### src/rtl/dma_pkg.sv
package dma_pkg;
    typedef enum logic [2:0] {
        ST_IDLE,
        ST_BUSREQ,
        ST_DEVRD,
        ST_MEMWR,
        ST_DEVACK,
        ST_GAP
    } seq_state_e;

    localparam logic [1:0] SEL_ADDR  = 2'd0;
    localparam logic [1:0] SEL_COUNT = 2'd1;
    localparam logic [1:0] SEL_CTRL  = 2'd2;

    localparam int CTRL_BITS = 3;

    typedef struct packed {
        logic clear;
        logic burst;
        logic start;
    } ctrl_s;

    typedef struct packed {
        logic burst;
        logic done;
        logic busy;
    } stat_s;

    function automatic ctrl_s decode_ctrl(input logic [CTRL_BITS-1:0] bits);
        return ctrl_s'(bits);
    endfunction
endpackage

### src/rtl/dma_regs.sv
module dma_regs
    import dma_pkg::*;
#(
    parameter int DW = 32,
    parameter int AW = 16,
    parameter int CW = 12
) (
    input  logic          clk,
    input  logic          rst,
    input  logic          cpu_wr,
    input  logic [1:0]    cpu_sel,
    input  logic [DW-1:0] cpu_wdata,
    output logic [DW-1:0] cpu_rdata,
    input  logic          busy,
    input  logic          step,
    output logic [AW-1:0] addr_q,
    output logic [CW-1:0] cnt_q,
    output logic          burst_q,
    output logic          done_q,
    output logic          launch,
    output logic          cnt_is_one
);
    ctrl_s ctrl_w;
    logic  ctrl_hit, start_ok, zero_start, clear_req, final_step;

    assign ctrl_w     = decode_ctrl(cpu_wdata[CTRL_BITS-1:0]);
    assign ctrl_hit   = cpu_wr && (cpu_sel == SEL_CTRL);
    assign start_ok   = ctrl_hit && ctrl_w.start && !busy;
    assign launch     = start_ok && (cnt_q != '0);
    assign zero_start = start_ok && (cnt_q == '0);
    assign clear_req  = ctrl_hit && ctrl_w.clear;
    assign cnt_is_one = (cnt_q == CW'(1));
    assign final_step = step && cnt_is_one;

    always_ff @(posedge clk) begin
        if (rst) begin
            addr_q  <= '0;
            cnt_q   <= '0;
            burst_q <= 1'b0;
            done_q  <= 1'b0;
        end else begin
            if (step) begin
                addr_q <= addr_q + AW'(1);
                cnt_q  <= cnt_q - CW'(1);
            end else if (cpu_wr && !busy) begin
                if (cpu_sel == SEL_ADDR)  addr_q <= cpu_wdata[AW-1:0];
                if (cpu_sel == SEL_COUNT) cnt_q  <= cpu_wdata[CW-1:0];
            end
            if (start_ok) burst_q <= ctrl_w.burst;
            if (final_step || zero_start) done_q <= 1'b1;
            else if (clear_req || launch) done_q <= 1'b0;
        end
    end

    stat_s stat_w;
    assign stat_w = '{burst: burst_q, done: done_q, busy: busy};

    always_comb begin
        cpu_rdata = '0;
        case (cpu_sel)
            SEL_ADDR:  cpu_rdata[AW-1:0] = addr_q;
            SEL_COUNT: cpu_rdata[CW-1:0] = cnt_q;
            SEL_CTRL:  cpu_rdata[CTRL_BITS-1:0] = stat_w;
            default:   cpu_rdata = '0;
        endcase
    end


    cnt_step_chk: assert property (@(posedge clk) disable iff (rst)
        step |=> (cnt_q == $past(cnt_q) - CW'(1)) && (addr_q == $past(addr_q) + AW'(1)));


    busy_hold_chk: assert property (@(posedge clk) disable iff (rst)
        busy && !step |=> (addr_q == $past(addr_q)) && (cnt_q == $past(cnt_q)));


    done_hold_chk: assert property (@(posedge clk) disable iff (rst)
        done_q && !ctrl_hit |=> done_q);


    zero_done_chk: assert property (@(posedge clk) disable iff (rst)
        zero_start |=> done_q && !busy);
endmodule

### src/rtl/dma_seq.sv
module dma_seq
    import dma_pkg::*;
#(
    parameter int DW = 32
) (
    input  logic          clk,
    input  logic          rst,
    input  logic          launch,
    input  logic          burst,
    input  logic          cnt_is_one,
    output logic          busy,
    output logic          step,
    output logic          bus_req,
    input  logic          bus_gnt,
    output logic          dev_rd_req,
    input  logic          dev_rd_valid,
    input  logic [DW-1:0] dev_rd_data,
    output logic          mem_we,
    output logic [DW-1:0] mem_wdata,
    input  logic          mem_ready,
    output logic          dev_fin,
    input  logic          dev_ack
);
    seq_state_e state_q, state_d;
    logic [DW-1:0] data_q;

    always_comb begin
        state_d = state_q;
        case (state_q)
            ST_IDLE:   if (launch) state_d = ST_BUSREQ;
            ST_BUSREQ: if (bus_gnt) state_d = ST_DEVRD;
            ST_DEVRD:  if (dev_rd_valid) state_d = ST_MEMWR;
            ST_MEMWR:  if (mem_ready) state_d = ST_DEVACK;
            ST_DEVACK: if (dev_ack) begin
                if (cnt_is_one) state_d = ST_IDLE;
                else if (burst) state_d = ST_DEVRD;
                else            state_d = ST_GAP;
            end
            ST_GAP:    state_d = ST_BUSREQ;
            default:   state_d = ST_IDLE;
        endcase
    end

    always_ff @(posedge clk) begin
        if (rst) begin
            state_q <= ST_IDLE;
            data_q  <= '0;
        end else begin
            state_q <= state_d;
            if (state_q == ST_DEVRD && dev_rd_valid) data_q <= dev_rd_data;
        end
    end

    assign busy       = (state_q != ST_IDLE);
    assign bus_req    = (state_q == ST_BUSREQ) || (state_q == ST_DEVRD) ||
                        (state_q == ST_MEMWR)  || (state_q == ST_DEVACK);
    assign dev_rd_req = (state_q == ST_DEVRD);
    assign mem_we     = (state_q == ST_MEMWR);
    assign dev_fin    = (state_q == ST_DEVACK);
    assign mem_wdata  = data_q;
    assign step       = dev_fin && dev_ack;


    rd_then_wr_chk: assert property (@(posedge clk) disable iff (rst)
        dev_rd_req && dev_rd_valid |=> mem_we && !dev_rd_req);


    wr_then_ack_chk: assert property (@(posedge clk) disable iff (rst)
        mem_we && mem_ready |=> dev_fin && !mem_we);


    steal_gap_chk: assert property (@(posedge clk) disable iff (rst)
        step && !burst && !cnt_is_one |=> !bus_req);


    burst_hold_chk: assert property (@(posedge clk) disable iff (rst)
        step && burst && !cnt_is_one |=> bus_req && dev_rd_req);


    gnt_wait_chk: assert property (@(posedge clk) disable iff (rst)
        bus_req && !bus_gnt && !dev_rd_req && !mem_we && !dev_fin |=> !mem_we && !dev_fin);
endmodule

### src/rtl/dma_engine.sv
module dma_engine
    import dma_pkg::*;
#(
    parameter int DW = 32,
    parameter int AW = 16,
    parameter int CW = 12
) (
    input  logic          clk,
    input  logic          rst,
    input  logic          cpu_wr,
    input  logic [1:0]    cpu_sel,
    input  logic [DW-1:0] cpu_wdata,
    output logic [DW-1:0] cpu_rdata,
    output logic          irq,
    output logic          bus_req,
    input  logic          bus_gnt,
    output logic          dev_rd_req,
    input  logic          dev_rd_valid,
    input  logic [DW-1:0] dev_rd_data,
    output logic          dev_fin,
    input  logic          dev_ack,
    output logic          mem_we,
    output logic [AW-1:0] mem_addr,
    output logic [DW-1:0] mem_wdata,
    input  logic          mem_ready
);
    logic          busy, step, burst_q, done_q, launch, cnt_is_one;
    logic [AW-1:0] addr_q;
    logic [CW-1:0] cnt_q;

    dma_regs #(.DW(DW), .AW(AW), .CW(CW)) u_regs (
        .clk        (clk),
        .rst        (rst),
        .cpu_wr     (cpu_wr),
        .cpu_sel    (cpu_sel),
        .cpu_wdata  (cpu_wdata),
        .cpu_rdata  (cpu_rdata),
        .busy       (busy),
        .step       (step),
        .addr_q     (addr_q),
        .cnt_q      (cnt_q),
        .burst_q    (burst_q),
        .done_q     (done_q),
        .launch     (launch),
        .cnt_is_one (cnt_is_one)
    );

    dma_seq #(.DW(DW)) u_seq (
        .clk          (clk),
        .rst          (rst),
        .launch       (launch),
        .burst        (burst_q),
        .cnt_is_one   (cnt_is_one),
        .busy         (busy),
        .step         (step),
        .bus_req      (bus_req),
        .bus_gnt      (bus_gnt),
        .dev_rd_req   (dev_rd_req),
        .dev_rd_valid (dev_rd_valid),
        .dev_rd_data  (dev_rd_data),
        .mem_we       (mem_we),
        .mem_wdata    (mem_wdata),
        .mem_ready    (mem_ready),
        .dev_fin      (dev_fin),
        .dev_ack      (dev_ack)
    );

    assign irq      = done_q;
    assign mem_addr = addr_q;


    irq_idle_chk: assert property (@(posedge clk) disable iff (rst)
        irq |-> !busy);
endmodule

### config.mk
export PLATFORM = sky130hd
export DESIGN_NAME = dma_engine
export DESIGN_NICKNAME = d
export VERILOG_FILES = /design/src/rtl/dma_pkg.sv /design/src/rtl/dma_regs.sv /design/src/rtl/dma_seq.sv /design/src/rtl/dma_engine.sv
export SDC_FILE = /design/constraint.sdc
export NUM_CORES = 1
export LEC_CHECK = 0
export BUFFER_PORTS_ARGS = -buffer_cell sky130_fd_sc_hd__buf_4
export CAP_MARGIN = 20
export CORE_ASPECT_RATIO = 0.8
export CORE_MARGIN = 2
export CORE_UTILIZATION = 47
export CTS_BUF_LIST = sky130_fd_sc_hd__clkbuf_4 sky130_fd_sc_hd__clkbuf_8 sky130_fd_sc_hd__clkbuf_16
export CTS_CLUSTER_SIZE = 16
export DETAILED_ROUTE_END_ITERATION = 16
export PLACE_DENSITY = 0.86
export SLEW_MARGIN = 15
export SYNTH_ARGS = -nofsm -noshare
export SYNTH_HDL_FRONTEND = slang
export SYNTH_SLANG_ARGS = --single-unit
export TNS_END_PERCENT = 100
### constraint.sdc
create_clock -name clk -period 2.2 [get_ports clk]
set_clock_uncertainty 0.1 [all_clocks]
set_input_delay 0.44 -clock clk [delete_from_list [all_inputs] [get_ports clk]]
set_output_delay 0.44 -clock clk [all_outputs]
set_load 0.05 [all_outputs]
==> flow_summary.json <==
{
  "status": "finished clean",
  "fin_nets": 648,
  "leakage_nw": 1.91,
  "ctsHoldBuffers": 0,
  "n_fill_cell": 547,
  "rsz0062_at_grt": "false",
  "cp-end-kind": "primary output",
  "diodes": 0,
  "wire_per_inst_um": 16.1,
  "pwr-share-comb": 0.181,
  "peakVddDrop_uv": 477,
  "clk_pin_slew_worst_paths_ns": 0.08,
  "critPathLaunchType": "register",
  "start_util": 0.489,
  "hpwl_mm": 7.63,
  "r2r_cells": 5,
  "min_from": "dev_rd_data[21]",
  "powerDensity_nw_per_um2": 616,
  "reg2reg_from": "u_regs.cnt_q[5]",
  "clk_latency_ns": 0.35,
  "syn_inst": 448,
  "crit_type": "reg2out",
  "maxCapViolCount": 0,
  "fmax_ghz": 0.488,
  "cts.sinks": 65,
  "grt_pass1_vias": 3492,
  "row_count": 27,
  "setup_viol": 0,
  "r2r-end": "u_regs.cnt_q[11]",
  "worstHoldPathType": "in2reg",
  "intPower_mw": 1.98,
  "cpPeakStageDelay_ns": 0.39,
  "synth_ff_type": "dfxtp_1",
  "drt-pass1-iter-count": 5,
  "vias_per_cell": 5.68,
  "crit_fanout": 10,
  "dr.first_iter.drc_count": 238,
  "worstHoldEndpoint": "u_seq.mem_wdata[21]",
  "tightest_slew_ns": 0.689,
  "final_cell_mix": "buf_4, nand2_1, a21oi_1, dfxtp_1, nor2_1",
  "slew_violations": 0,
  "avgSynthCellArea_um2": 7.55,
  "p_seq_frac": 0.437,
  "cts_root_buf": "clkbuf_8",
  "gp_congestion": 1.00,
  "syn_area_um2": 3380,
  "die_y_um": 79.9,
  "fp.coreArea_um2": 6930,
  "path_cells": "nor3_4 > nand2_1 > o21ai_0 > o21ai_1 > buf_4",
  "antenna_found_initial": 0,
  "required_ns": 1.66,
  "ys_seq_area_frac": 0.385,
  "clockBufferDepth": 2,
  "grt_first_pass_wirelength_mm": 17.2,
  "grt_max_degree": 66,
  "min_path_cells": 3,
  "cts_setup_buffers": 0,
  "drc": 0,
  "totalWireLength_mm": 10.7,
  "gr-total-overflow": 0,
  "cts_tree": "done",
  "via_count": 3765,
  "mostFrequentLayoutCell": "buf_4",
  "syn2layout_area_growth_pct": 36.7,
  "ioPinCount": 158,
  "synthDistinctLibCells": 51,
  "switching_share": 0.306,
  "ys.warnings.count": 0,
  "period_needed_ns": 2.05,
  "async_flop_share": 0,
  "ys_ff_latch": 65,
  "synth_edf_count": 0,
  "cp.arrival_ns": 1.51,
  "fin_crit_sh": 0.931,
  "slew_headroom": 0.540,
  "drive_gt1_frac": 0.304,
  "setup_tns_ns": 0,
  "port_buffers": 125,
  "ff2ff_setup_slack_ns": 0.21,
  "ant_nets": 0,
  "grt_use_total": 0.270,
  "cts_htree_levels": 3,
  "switchingPower_mw": 0.870,
  "slowest_stage": "dfxtp_2",
  "whs_ns": 0.233,
  "pwr-share-clk": 0.383,
  "die_width_um": 98.9,
  "cts_made_buffers": 9,
  "hold_viol_final": 0,
  "die_area_um2": 7900
}
layout make-up:
class,instances,area [um^2],share of cell area
tap,87,109,0.0235
timing repair buffer,143,1070,0.232
multi-input combinational,347,1910,0.412
sequential,65,1300,0.282
inverter,5,18.8,0.00406
clock inverter,5,62.6,0.0135
clock buffer,11,151,0.0327
worst max-delay path: cells and delay by family, from the launching register on:
family | cells | cell delay [ns]
simple gates | 2 | 0.40
flops | 1 | 0.39
buf+inv | 1 | 0.20
compound gates | 2 | 0.17
registers in the layout (all words and copies together) (netlist names):
register and cells:
u_regs.done_q 1, u_regs.cnt_q 12, u_regs.burst_q 1, u_seq.mem_wdata 32
u_seq.state_q 3, u_regs.addr_q 16
how the worst max path moves through the flow:
| stage | startpoint | depth (start not counted) | end |
|---|---|---|---|
| CTS | u_seq.state_q[2] | 5 | cpu_rdata[0] |
| finish | u_seq.state_q[2] | 5 | cpu_rdata[0] |
| global route | u_seq.state_q[2] | 6 | u_regs.addr_q[7] |
| detailed placement | dev_ack | 7 | u_regs.addr_q[7] |
| global placement | dev_ack | 6 | u_regs.cnt_q[9] |
| floorplan | cpu_sel[0] | 3 | cpu_rdata[1] |
per-stage QoR:
stage | cell area (um^2) | cells | utilization | power (mW) | worst slack (ns)
finish | 4620 | 663 | 0.668 | 2.85 | 0.152
floorplan | 3460 | 463 | - | 1.61 | -0.344
detailed placement | 4400 | 647 | 0.636 | 1.77 | 0.207
global placement | 4400 | 647 | 0.636 | 1.76 | 0.261
CTS | 4620 | 663 | 0.667 | 2.85 | 0.0186
global route | 4620 | 663 | 0.668 | 2.95 | 0.0627
per-layer routing:
| layer | up-vias | track usage | share of wire |
|---|---|---|---|
| met5 | - | 0 | 0 |
| met4 | 0 | 0.0945 | 0.023 |
| met3 | 28 | 0.0779 | 0.087 |
| met2 | 183 | 0.438 | 0.48 |
| met1 | 1759 | 0.345 | 0.41 |
| li1 | 1795 | - | - |
logic make-up after synthesis:
logic type	share of synthesized area
AOI/OAI and AO/OA	0.200
xor gates and xnor gates	0.00259
adders and majority gates	0.0148
buffers and inverters	0.0788
DFF	0.385
muxes	0.0355
other	0.00111
and+or+nand+nor	0.283
power by group through the flow:
| stage | Clock (mW) | Combinational, mW | Sequential [mW] |
|---|---|---|---|
| after detailed placement | 0 | 0.503 | 1.27 |
| final | 1.09 | 0.515 | 1.24 |
| after global placement | 0 | 0.496 | 1.27 |
| after global routing | 1.16 | 0.546 | 1.25 |
| after floorplan | 0 | 0.281 | 1.32 |
| after CTS | 1.10 | 0.508 | 1.24 |
cell usage after synthesis, types with 3 or more instances:
cell type  number  area share
nand2_1        91        0.10
and3_1          8       0.015
dfxtp_1        65        0.38
nand3_1        15       0.022
a211oi_1        5       0.011
clkbuf_1       21       0.023
nand3b_1        3      0.0067
o311ai_0        4       0.010
ha_1            4       0.015
buf_2           4      0.0059
a31oi_1         6       0.011
a22oi_1         5       0.011
buf_4          16       0.036
nor3_1          7       0.010
inv_1           5      0.0055
o211ai_1        7       0.016
mux2i_1        12       0.036
o21ai_0         8       0.012
nor4_1          7       0.013
nand4_1         7       0.013
nand2b_1        5      0.0092
a21oi_1        70        0.10
nor2_1         33       0.037
and2_1          6       0.011
what timing repair did:
action	in CTS	in global routing
gates resized for setup	0	2
endpoints found under the setup margin	0	4
endpoints found under the hold margin	0	0
(Power assumes the default switching activity.)
